File: src/rtl/strap_pkg.sv
package strap_pkg;

    localparam int PAD_SPR_LO = 0;
    localparam int PAD_SPR_HI = 1;
    localparam int PAD_VCLASS = 2;
    localparam int MIN_PADS   = 3;

    typedef enum logic [1:0] {
        SPR_NONE = 2'b00,
        SPR_2P0  = 2'b01,
        SPR_1P0  = 2'b10,
        SPR_0P5  = 2'b11
    } spread_e;

    typedef enum logic {
        VC_2V5 = 1'b0,
        VC_3V3 = 1'b1
    } vclass_e;

    typedef struct packed {
        spread_e spread;
        vclass_e vclass;
    } strap_cfg_t;

    function automatic logic [4:0] spread_depth(spread_e s);
        case (s)
            SPR_2P0: return 5'd20;
            SPR_1P0: return 5'd10;
            SPR_0P5: return 5'd5;
            default: return 5'd0;
        endcase
    endfunction

endpackage

File: src/rtl/strap_sync.sv
module strap_sync #(
    parameter int WIDTH  = 3,
    parameter int STAGES = 2
) (
    input  logic             clk,
    input  logic [WIDTH-1:0] d,
    output logic [WIDTH-1:0] q
);
    logic [STAGES-1:0] chain [WIDTH];

    for (genvar b = 0; b < WIDTH; b++) begin : g_bit
        always_ff @(posedge clk) begin
            chain[b] <= {chain[b][STAGES-2:0], d[b]};
        end
        assign q[b] = chain[b][STAGES-1];
    end
endmodule

File: src/rtl/strap_stable.sv
module strap_stable #(
    parameter int WIDTH  = 3,
    parameter int CYCLES = 4
) (
    input  logic             clk,
    input  logic [WIDTH-1:0] level,
    output logic             steady
);
    localparam int CW  = $clog2(CYCLES + 1);
    localparam int TOP = CYCLES - 1;

    logic [WIDTH-1:0] prev;
    logic [CW-1:0]    run;
    logic             same;

    assign same = (level == prev);

    always_ff @(posedge clk) begin
        prev <= level;
        if (!same)
            run <= '0;
        else if (run < CW'(TOP))
            run <= run + 1'b1;
    end

    assign steady = same && (run >= CW'(TOP));
endmodule

File: src/rtl/strap_capture.sv
module strap_capture #(
    parameter int WIDTH = 3
) (
    input  logic                 clk,
    input  logic                 por,
    input  logic                 steady,
    input  logic [WIDTH-1:0]     level,
    output strap_pkg::strap_cfg_t cfg,
    output logic                 valid
);
    import strap_pkg::*;

    logic take;
    assign take = !por && !valid && steady;

    always_ff @(posedge clk) begin
        if (por) begin
            valid <= 1'b0;
            cfg   <= '{spread: SPR_NONE, vclass: VC_2V5};
        end else if (take) begin
            valid      <= 1'b1;
            cfg.spread <= spread_e'({level[PAD_SPR_HI], level[PAD_SPR_LO]});
            cfg.vclass <= vclass_e'(level[PAD_VCLASS]);
        end
    end
endmodule

File: src/rtl/strap_latch_top.sv
module strap_latch_top #(
    parameter int NPADS         = 3,
    parameter int SYNC_STAGES   = 2,
    parameter int STABLE_CYCLES = 4
) (
    input  logic             clk,
    input  logic             por,
    input  logic [NPADS-1:0] pad_in,
    output logic [NPADS-1:0] pad_oe,
    output logic [4:0]       spread_tenths,
    output logic             spread_on,
    output logic             buf_3v3,
    output logic             cfg_valid
);
    import strap_pkg::*;

    logic [NPADS-1:0] synced;
    logic             steady;
    strap_cfg_t       cfg;

    strap_sync #(.WIDTH(NPADS), .STAGES(SYNC_STAGES)) u_sync (
        .clk (clk),
        .d   (pad_in),
        .q   (synced)
    );

    strap_stable #(.WIDTH(NPADS), .CYCLES(STABLE_CYCLES)) u_stable (
        .clk    (clk),
        .level  (synced),
        .steady (steady)
    );

    strap_capture #(.WIDTH(NPADS)) u_cap (
        .clk    (clk),
        .por    (por),
        .steady (steady),
        .level  (synced),
        .cfg    (cfg),
        .valid  (cfg_valid)
    );

    for (genvar p = 0; p < NPADS; p++) begin : g_oe
        assign pad_oe[p] = cfg_valid;
    end

    assign spread_tenths = spread_depth(cfg.spread);
    assign spread_on     = (cfg.spread != SPR_NONE);
    assign buf_3v3       = (cfg.vclass == VC_3V3);
endmodule

File: config.mk
export PLATFORM = sky130hd
export DESIGN_NAME = strap_latch_top
export DESIGN_NICKNAME = d
export VERILOG_FILES = /design/src/rtl/strap_pkg.sv /design/src/rtl/strap_sync.sv /design/src/rtl/strap_stable.sv /design/src/rtl/strap_capture.sv /design/src/rtl/strap_latch_top.sv
export SDC_FILE = /design/constraint.sdc
export NUM_CORES = 1
export LEC_CHECK = 0
export BUFFER_PORTS_ARGS = -buffer_cell sky130_fd_sc_hd__buf_2
export CORE_AREA = 2 2 39 41
export CTS_BUF_LIST = sky130_fd_sc_hd__clkbuf_16
export DETAILED_ROUTE_END_ITERATION = 16
export DIE_AREA = 0 0 41 43
export PLACE_DENSITY = 0.68
export SLEW_MARGIN = 20
export SYNTH_ARGS = -nofsm -noshare
export SYNTH_HDL_FRONTEND = slang
export SYNTH_SLANG_ARGS = --single-unit
File: constraint.sdc
create_clock -name clk -period 1.8 [get_ports clk]
set_input_delay 0.09 -clock clk [delete_from_list [all_inputs] [get_ports clk]]
set_output_delay 0.09 -clock clk [all_outputs]
set_load 0.02 [all_outputs]
==> impl_metrics.env, run 1 <==
export IMPL_status="completed"
export IMPL_fin_area_sq_um=749.5
export IMPL_cp_start_kind="flip-flop"
export IMPL_finalMaxSlewViolations=0
export IMPL_grt_ovfl_total=0
export IMPL_drt_iter0_markers=6
export IMPL_ctsLongestPathBuffers=2
export IMPL_first_global_vias=352
export IMPL_synth_fp_nets=63
export IMPL_ys_warn_count=0
export IMPL_vias=416
export IMPL_ys_ff_latch=16
export IMPL_synth_area_leaders="dfxtp_1 (55%), a21oi_1 (5.2%), buf_4 (5.2%)"
export IMPL_yosysMostFrequentCell="dfxtp_1"
export IMPL_grt_util_all_layers_pct=12.56
export IMPL_fillers=133
export IMPL_numClockSinks=16
export IMPL_vias_per_cell=4.674
export IMPL_skew_ps=3.001
export IMPL_die_h_microns=43
export IMPL_rsz0062_at_grt="no"
export IMPL_required_ps=1930
export IMPL_layout_nets=81
export IMPL_dr_pass1_iters=4
export IMPL_cp_end_kind="flip-flop"
export IMPL_crit_type="reg -> reg"
export IMPL_peakVddDrop_mv=0.7541
export IMPL_wire_per_inst_microns=10.13
export IMPL_drive_gt1_share_pct=31.51
export IMPL_rows=14
export IMPL_path_clk_slew_ps=50
export IMPL_routed_wl_microns=902
export IMPL_cts_root_buf="clkbuf_16"
export IMPL_hold_violations=0
export IMPL_netlist_instances=56
export IMPL_antenna_left=0
export IMPL_cts_buffers=3
export IMPL_drc=0
export IMPL_synth_edf_count=0
export IMPL_yosys_area_top_type="dfxtp_1"
export IMPL_use_met2_pct=19.69
export IMPL_place_area_sq_um=640.6
export IMPL_worstPathArrival_ps=1610
export IMPL_worst_pin_slew_ps=273.5
export IMPL_avgSynthCellArea_sq_um=10.34
export IMPL_clock_latency_ps=240
export IMPL_fmax_ghz=0.6781
export IMPL_synth_cell_types=21
export IMPL_gr_usage_met1_pct=13.25
export IMPL_ios=16
export IMPL_period_needed_ps=1475
export IMPL_die_area_sq_um=1763
export IMPL_hpwl_microns=653.6
export IMPL_portBuffers=15
export IMPL_syn_cell_area_sq_um=579.3
export IMPL_drv_cap=0
export IMPL_cts_tree="done"
export IMPL_hp_class="in -> reg"
export IMPL_setup_viol=0
export IMPL_insertedDiodeCount=0
export IMPL_grt_busiest_layer="met2"
export IMPL_timing_final_crit_share_pct=81.92
export IMPL_cellPowerDensity_nw_per_um2=1109
export IMPL_ys_seq_area_share_pct=55.29
export IMPL_die_w_microns=41
export IMPL_core_sq_um=1384
export IMPL_cts_setup_buffers=0
export IMPL_cp_max_fo=6
export IMPL_htree_levels=1
export IMPL_synthTopCellsByCount="dfxtp_1 (16), a21oi_1 (6), nor2_1 (5), buf_4 (4)"
export IMPL_synth_top_area_share_pct=55.29
export IMPL_initial_utilization_pct=41.86
export IMPL_area_growth_pct=29.37
export IMPL_grt_pass1_wl_mm=1.421
export IMPL_grt_max_degree=10
export IMPL_p_leak_nw=0.3395
export IMPL_synth_ff_type="dfxtp_1"
export IMPL_synthArstFlopShare_pct=0
export IMPL_max_slew_margin_pct=81.67
export IMPL_use_met3_pct=6.283
export IMPL_antenna_found_initial=0
export IMPL_finalPower_mw=0.8309
export IMPL_gp_congestion=0.6522
export IMPL_finalSetupTns_ps=0
[placed cells by master, fill, tap and decap left out, types with 2 or more instances in the layout]
| cell type | Yosys | layout |
|---|---|---|
| nor2b_1 | 2 | 2 |
| dlygate4sd3_1 | 0 | 3 |
| xnor2_1 | 3 | 3 |
| a21oi_1 | 6 | 6 |
| buf_2 | 0 | 15 |
| dfxtp_1 | 16 | 16 |
| nand3_1 | 3 | 3 |
| o21ai_1 | 3 | 3 |
| nor2_1 | 5 | 5 |
| clkbuf_16 | 0 | 3 |
| ha_1 | 2 | 2 |
[worst max-delay path, cell delays in order, from the launching register on]
cell and delay, ps:
dfxtp_1 430, ha_1 180, ha_1 150, a211oi_2 50
or3_4 350, o21ai_1 130, a21oi_1 80
[registers in the layout, summed over array words and instances (netlist names)]
name,flops
u_cap.valid,1
u_sync.chain,6
u_stable.prev,3
u_cap.cfg,3
u_stable.run,3
[final timing paths]
check | from | endpoint | slack, ps | cells after the start
worst max-delay path | u_stable.run[0]$_SDFFE_PP0N_ | u_cap.cfg[1]$_SDFFE_PP0P_ | 330 | 6
worst min-delay path | por | u_cap.cfg[2]$_SDFFE_PP0P_ | 90 | 2
worst max register to register | u_stable.run[0]$_SDFFE_PP0N_ | u_cap.cfg[1]$_SDFFE_PP0P_ | 330 | 6
worst min register to register | u_sync.chain[0][0]$_DFF_P_ | u_sync.chain[0][1]$_DFF_P_ | 320 | 0
[per-layer routing]
layer | up-vias | part of all wire, %
met5 | - | 0
met4 | 0 | 0
met3 | 0 | 7.5
met2 | 14 | 50
met1 | 181 | 43
li1 | 221 | -
[cells by family (layout without fill, tap and decap cells)]
group / count (synthesis) / in the layout / synth area share, %
AOI/OAI and AO/OA: 12 / 12 / 12.09
adders and majority gates: 2 / 2 / 4.319
DFF: 16 / 16 / 55.29
and+or+nand+nor: 17 / 17 / 17.28
buffers and inverters: 6 / 23 / 6.478
xor gates and xnor gates: 3 / 3 / 4.536
[power breakdown]
| part | total, mW | leakage, nW | internal [mW] | switching, mW |
|---|---|---|---|---|
| registers | 0.378 | 0.132 | 0.369 | 0.00913 |
| clock network | 0.422 | 0.0385 | 0.294 | 0.129 |
| logic | 0.0308 | 0.169 | 0.0162 | 0.0146 |
| total | 0.831 | 0.340 | 0.679 | 0.152 |
[through the flow]
step | hold slack, ps | setup slack (ps) | std cells | util, %
floorplan | 117.7 | 432.4 | 56 | -
global placement | 192.2 | 394.6 | 82 | 46.29
detailed placement | 193.6 | 344.8 | 82 | 46.29
CTS | 83.10 | 317.2 | 89 | 54.16
global route | 102.1 | 240.5 | 89 | 54.16
finish | 86.57 | 325.4 | 89 | 54.16
[area by class of cell]
| cell class | instances | area, sq um | share of cell area (%) |
|---|---|---|---|
| Sequential cell | 16 | 320.3 | 42.74 |
| Clock inverter | 1 | 3.754 | 0.5008 |
| Timing Repair Buffer | 18 | 105.1 | 14.02 |
| Clock buffer | 3 | 75.07 | 10.02 |
| Tap cell | 16 | 20.02 | 2.671 |
| Multi-Input combinational cell | 34 | 221.5 | 29.55 |
| Inverter | 1 | 3.754 | 0.5008 |
[timing repair]
item / CTS / global route
gates resized for setup: 0 / 0
endpoints found under the hold margin: 3 / 0
hold buffers: 3 / 0
Power figures use the tool's default switching activity.
==> run 2: changes to the inputs <==
--- a/config.mk
+++ b/config.mk
@@ -6,11 +6,11 @@
 export NUM_CORES = 1
 export LEC_CHECK = 0
 export BUFFER_PORTS_ARGS = -buffer_cell sky130_fd_sc_hd__buf_2
-export CORE_AREA = 2 2 39 41
+export CORE_MARGIN = 1
+export CORE_UTILIZATION = 42
 export CTS_BUF_LIST = sky130_fd_sc_hd__clkbuf_16
 export DETAILED_ROUTE_END_ITERATION = 16
-export DIE_AREA = 0 0 41 43
-export PLACE_DENSITY = 0.68
+export PLACE_DENSITY = 0.69
 export SLEW_MARGIN = 20
 export SYNTH_ARGS = -nofsm -noshare
 export SYNTH_HDL_FRONTEND = slang
==> constraint.sdc (replaced) <==
create_clock -name clk -period 1.3 [get_ports clk]
set_input_delay 0.065 -clock clk [delete_from_list [all_inputs] [get_ports clk]]
set_output_delay 0.065 -clock clk [all_outputs]
set_load 0.02 [all_outputs]
==> impl_metrics.env, run 2 (synthesis gave the netlist of run 1 again) <==
export IMPL_status="finished, violations left"
export IMPL_violations="negative setup slack"
export IMPL_cp_depth=6
export IMPL_comb_power_share_pct=4.8
export IMPL_fillers=104
export IMPL_path_clk_slew_ps=50
export IMPL_timing_final_crit_share_pct=100.9
export IMPL_fmax_ghz=0.7623
export IMPL_net_switching_power_mw=0.2270
export IMPL_power_share_switching_pct=19.35
export IMPL_die_w_microns=39.14
export IMPL_area_growth_pct=41.25
export IMPL_critical_path_max_stage_delay_ps=350
export IMPL_place_area_sq_um=691.9
export IMPL_worst_pin_slew_ps=240.5
export IMPL_final_cell_mix="buf_2 (15), dfxtp_1 (14), a21oi_1 (6)"
export IMPL_clock_latency_ps=250
export IMPL_grt_pass1_wl_mm=1.614
export IMPL_cts_buffers=3
export IMPL_dr_pass1_iters=4
export IMPL_vias=419
export IMPL_ctsLongestPathBuffers=2
export IMPL_power_share_clock_pct=50.9
export IMPL_worstPathArrival_ps=1450
export IMPL_wl_met2_microns=437
export IMPL_htree_levels=1
export IMPL_crit_buf_inv=0
export IMPL_highest_layer="met4"
export IMPL_die_h_microns=39.14
export IMPL_path_delay_family="flip-flops"
export IMPL_crit_type="reg -> reg"
export IMPL_insertedDiodeCount=0
export IMPL_routed_wl_microns=941
export IMPL_max_slew_margin_pct=83.92
export IMPL_p_seq_share_pct=44.4
export IMPL_gp_congestion=0.6749
export IMPL_antenna_found_initial=0
export IMPL_cp_start_kind="flip-flop"
export IMPL_first_global_vias=370
export IMPL_hold_violations=0
export IMPL_crit_slowest_cell="dfxtp_4"
export IMPL_setup_viol=2
export IMPL_skew_ps=1.616
export IMPL_drc=0
export IMPL_fin_area_sq_um=818.3
export IMPL_cp_max_fo=3
export IMPL_wire_per_inst_microns=10.34
export IMPL_die_area_sq_um=1532
export IMPL_cts_tree="done"
export IMPL_layout_setup_ws_ps=-11.86
export IMPL_rsz0062_at_grt="yes"
export IMPL_final_common_cell="buf_2"
export IMPL_p_leak_nw=0.3562
export IMPL_wl_met3_microns=53
export IMPL_required_ps=1440
export IMPL_ios=16
export IMPL_rows=13
export IMPL_cp_cell_sequence="ha_4 -> ha_4 -> a211oi_4 -> or3_4 -> o21ai_1 -> a21oi_1"
export IMPL_initial_utilization_pct=45.08
export IMPL_met1_length_microns=402
export IMPL_finalMaxSlewViolations=0
export IMPL_largest_register_ffs=6
export IMPL_drv_cap=0
export IMPL_whs_path_depth=2
export IMPL_grt_ovfl_total=0
export IMPL_portBuffers=15
export IMPL_grt_util_all_layers_pct=18.20
export IMPL_core_sq_um=1285
export IMPL_cp_end_kind="flip-flop"
export IMPL_drive_gt1_share_pct=40.79
export IMPL_drt_iter0_markers=3
export IMPL_whs_ps=71.02
export IMPL_period_needed_ps=1312
export IMPL_top_register="u_sync.chain"
export IMPL_intPower_mw=0.9462
export IMPL_cts_root_buf="clkbuf_16"
export IMPL_path_common_cell="ha_4"
export IMPL_utilization_pct=63.68
export IMPL_hp_class="in -> reg"
export IMPL_cellPowerDensity_nw_per_um2=1434
export IMPL_reg2regPathDepth=6
export IMPL_antenna_left=0
export IMPL_vias_per_cell=4.604
export IMPL_place_ws_ps=-18.27
export IMPL_layout_nets=84
export IMPL_peakVddDrop_mv=1.118
export IMPL_grt_max_degree=10
export IMPL_numClockSinks=16
[run 2: changes by cell type in the layout (fill, tap and decap cells not counted), sizes merged]
cell and change:
buf +3
[run 2: final timing paths]
check | startpoint | endpoint | slack, ps
max | u_stable.run[0]$_SDFFE_PP0N_ | u_cap.cfg[2]$_SDFFE_PP0P_ | -10
min | por | u_cap.cfg[2]$_SDFFE_PP0P_ | 70
max reg2reg | u_stable.run[0]$_SDFFE_PP0N_ | u_cap.cfg[2]$_SDFFE_PP0P_ | -10
min reg2reg | u_sync.chain[0][4]$_DFF_P_ | u_sync.chain[0][5]$_DFF_P_ | 320
[run 2: power groups by stage]
stage,clock network (mW),logic [mW],registers [mW]
after floorplan,0,0.0250,0.531
after global placement,0,0.0438,0.529
after detailed placement,0,0.0465,0.530
after CTS,0.607,0.0541,0.521
after global routing,0.641,0.0625,0.522
final,0.597,0.0560,0.520
[run 2: layout make-up]
class                           instances  area [sq um]  share of cell area, %
Clock buffer                            3         75.07                  9.174
Clock inverter                          1         3.754                 0.4587
Inverter                                1         3.754                 0.4587
Multi-Input combinational cell         34         264.0                  32.26
Sequential cell                        16         325.3                  39.76
Tap cell                               15         18.77                  2.294
Timing Repair Buffer                   21         127.6                  15.60
[run 2: stage by stage]
stage,setup TNS [ps],power [mW],instances
finish,-14.99,1.173,91
global route,-186.4,1.225,91
CTS,-51.05,1.182,91
detailed placement,-18.27,0.5768,84
global placement,0,0.5733,84
floorplan,0,0.5561,56
[run 2: metal layers]
| metal | vias to the layer above | track usage (%) |
|---|---|---|
| met5 | - | 0 |
| met1 | 178 | 18.88 |
| met3 | 5 | 10.40 |
| li1 | 224 | - |
| met4 | 0 | 18.10 |
| met2 | 12 | 24.58 |
[run 2: what timing repair did]
item                                   in CTS  in global routing
hold buffers                                3                  0
setup endpoints to repair                   3                  4
pin swaps                                   1                  3
endpoints found under the hold margin       3                  0
buffers inserted                            0                  0
gates resized for setup                     1                  2
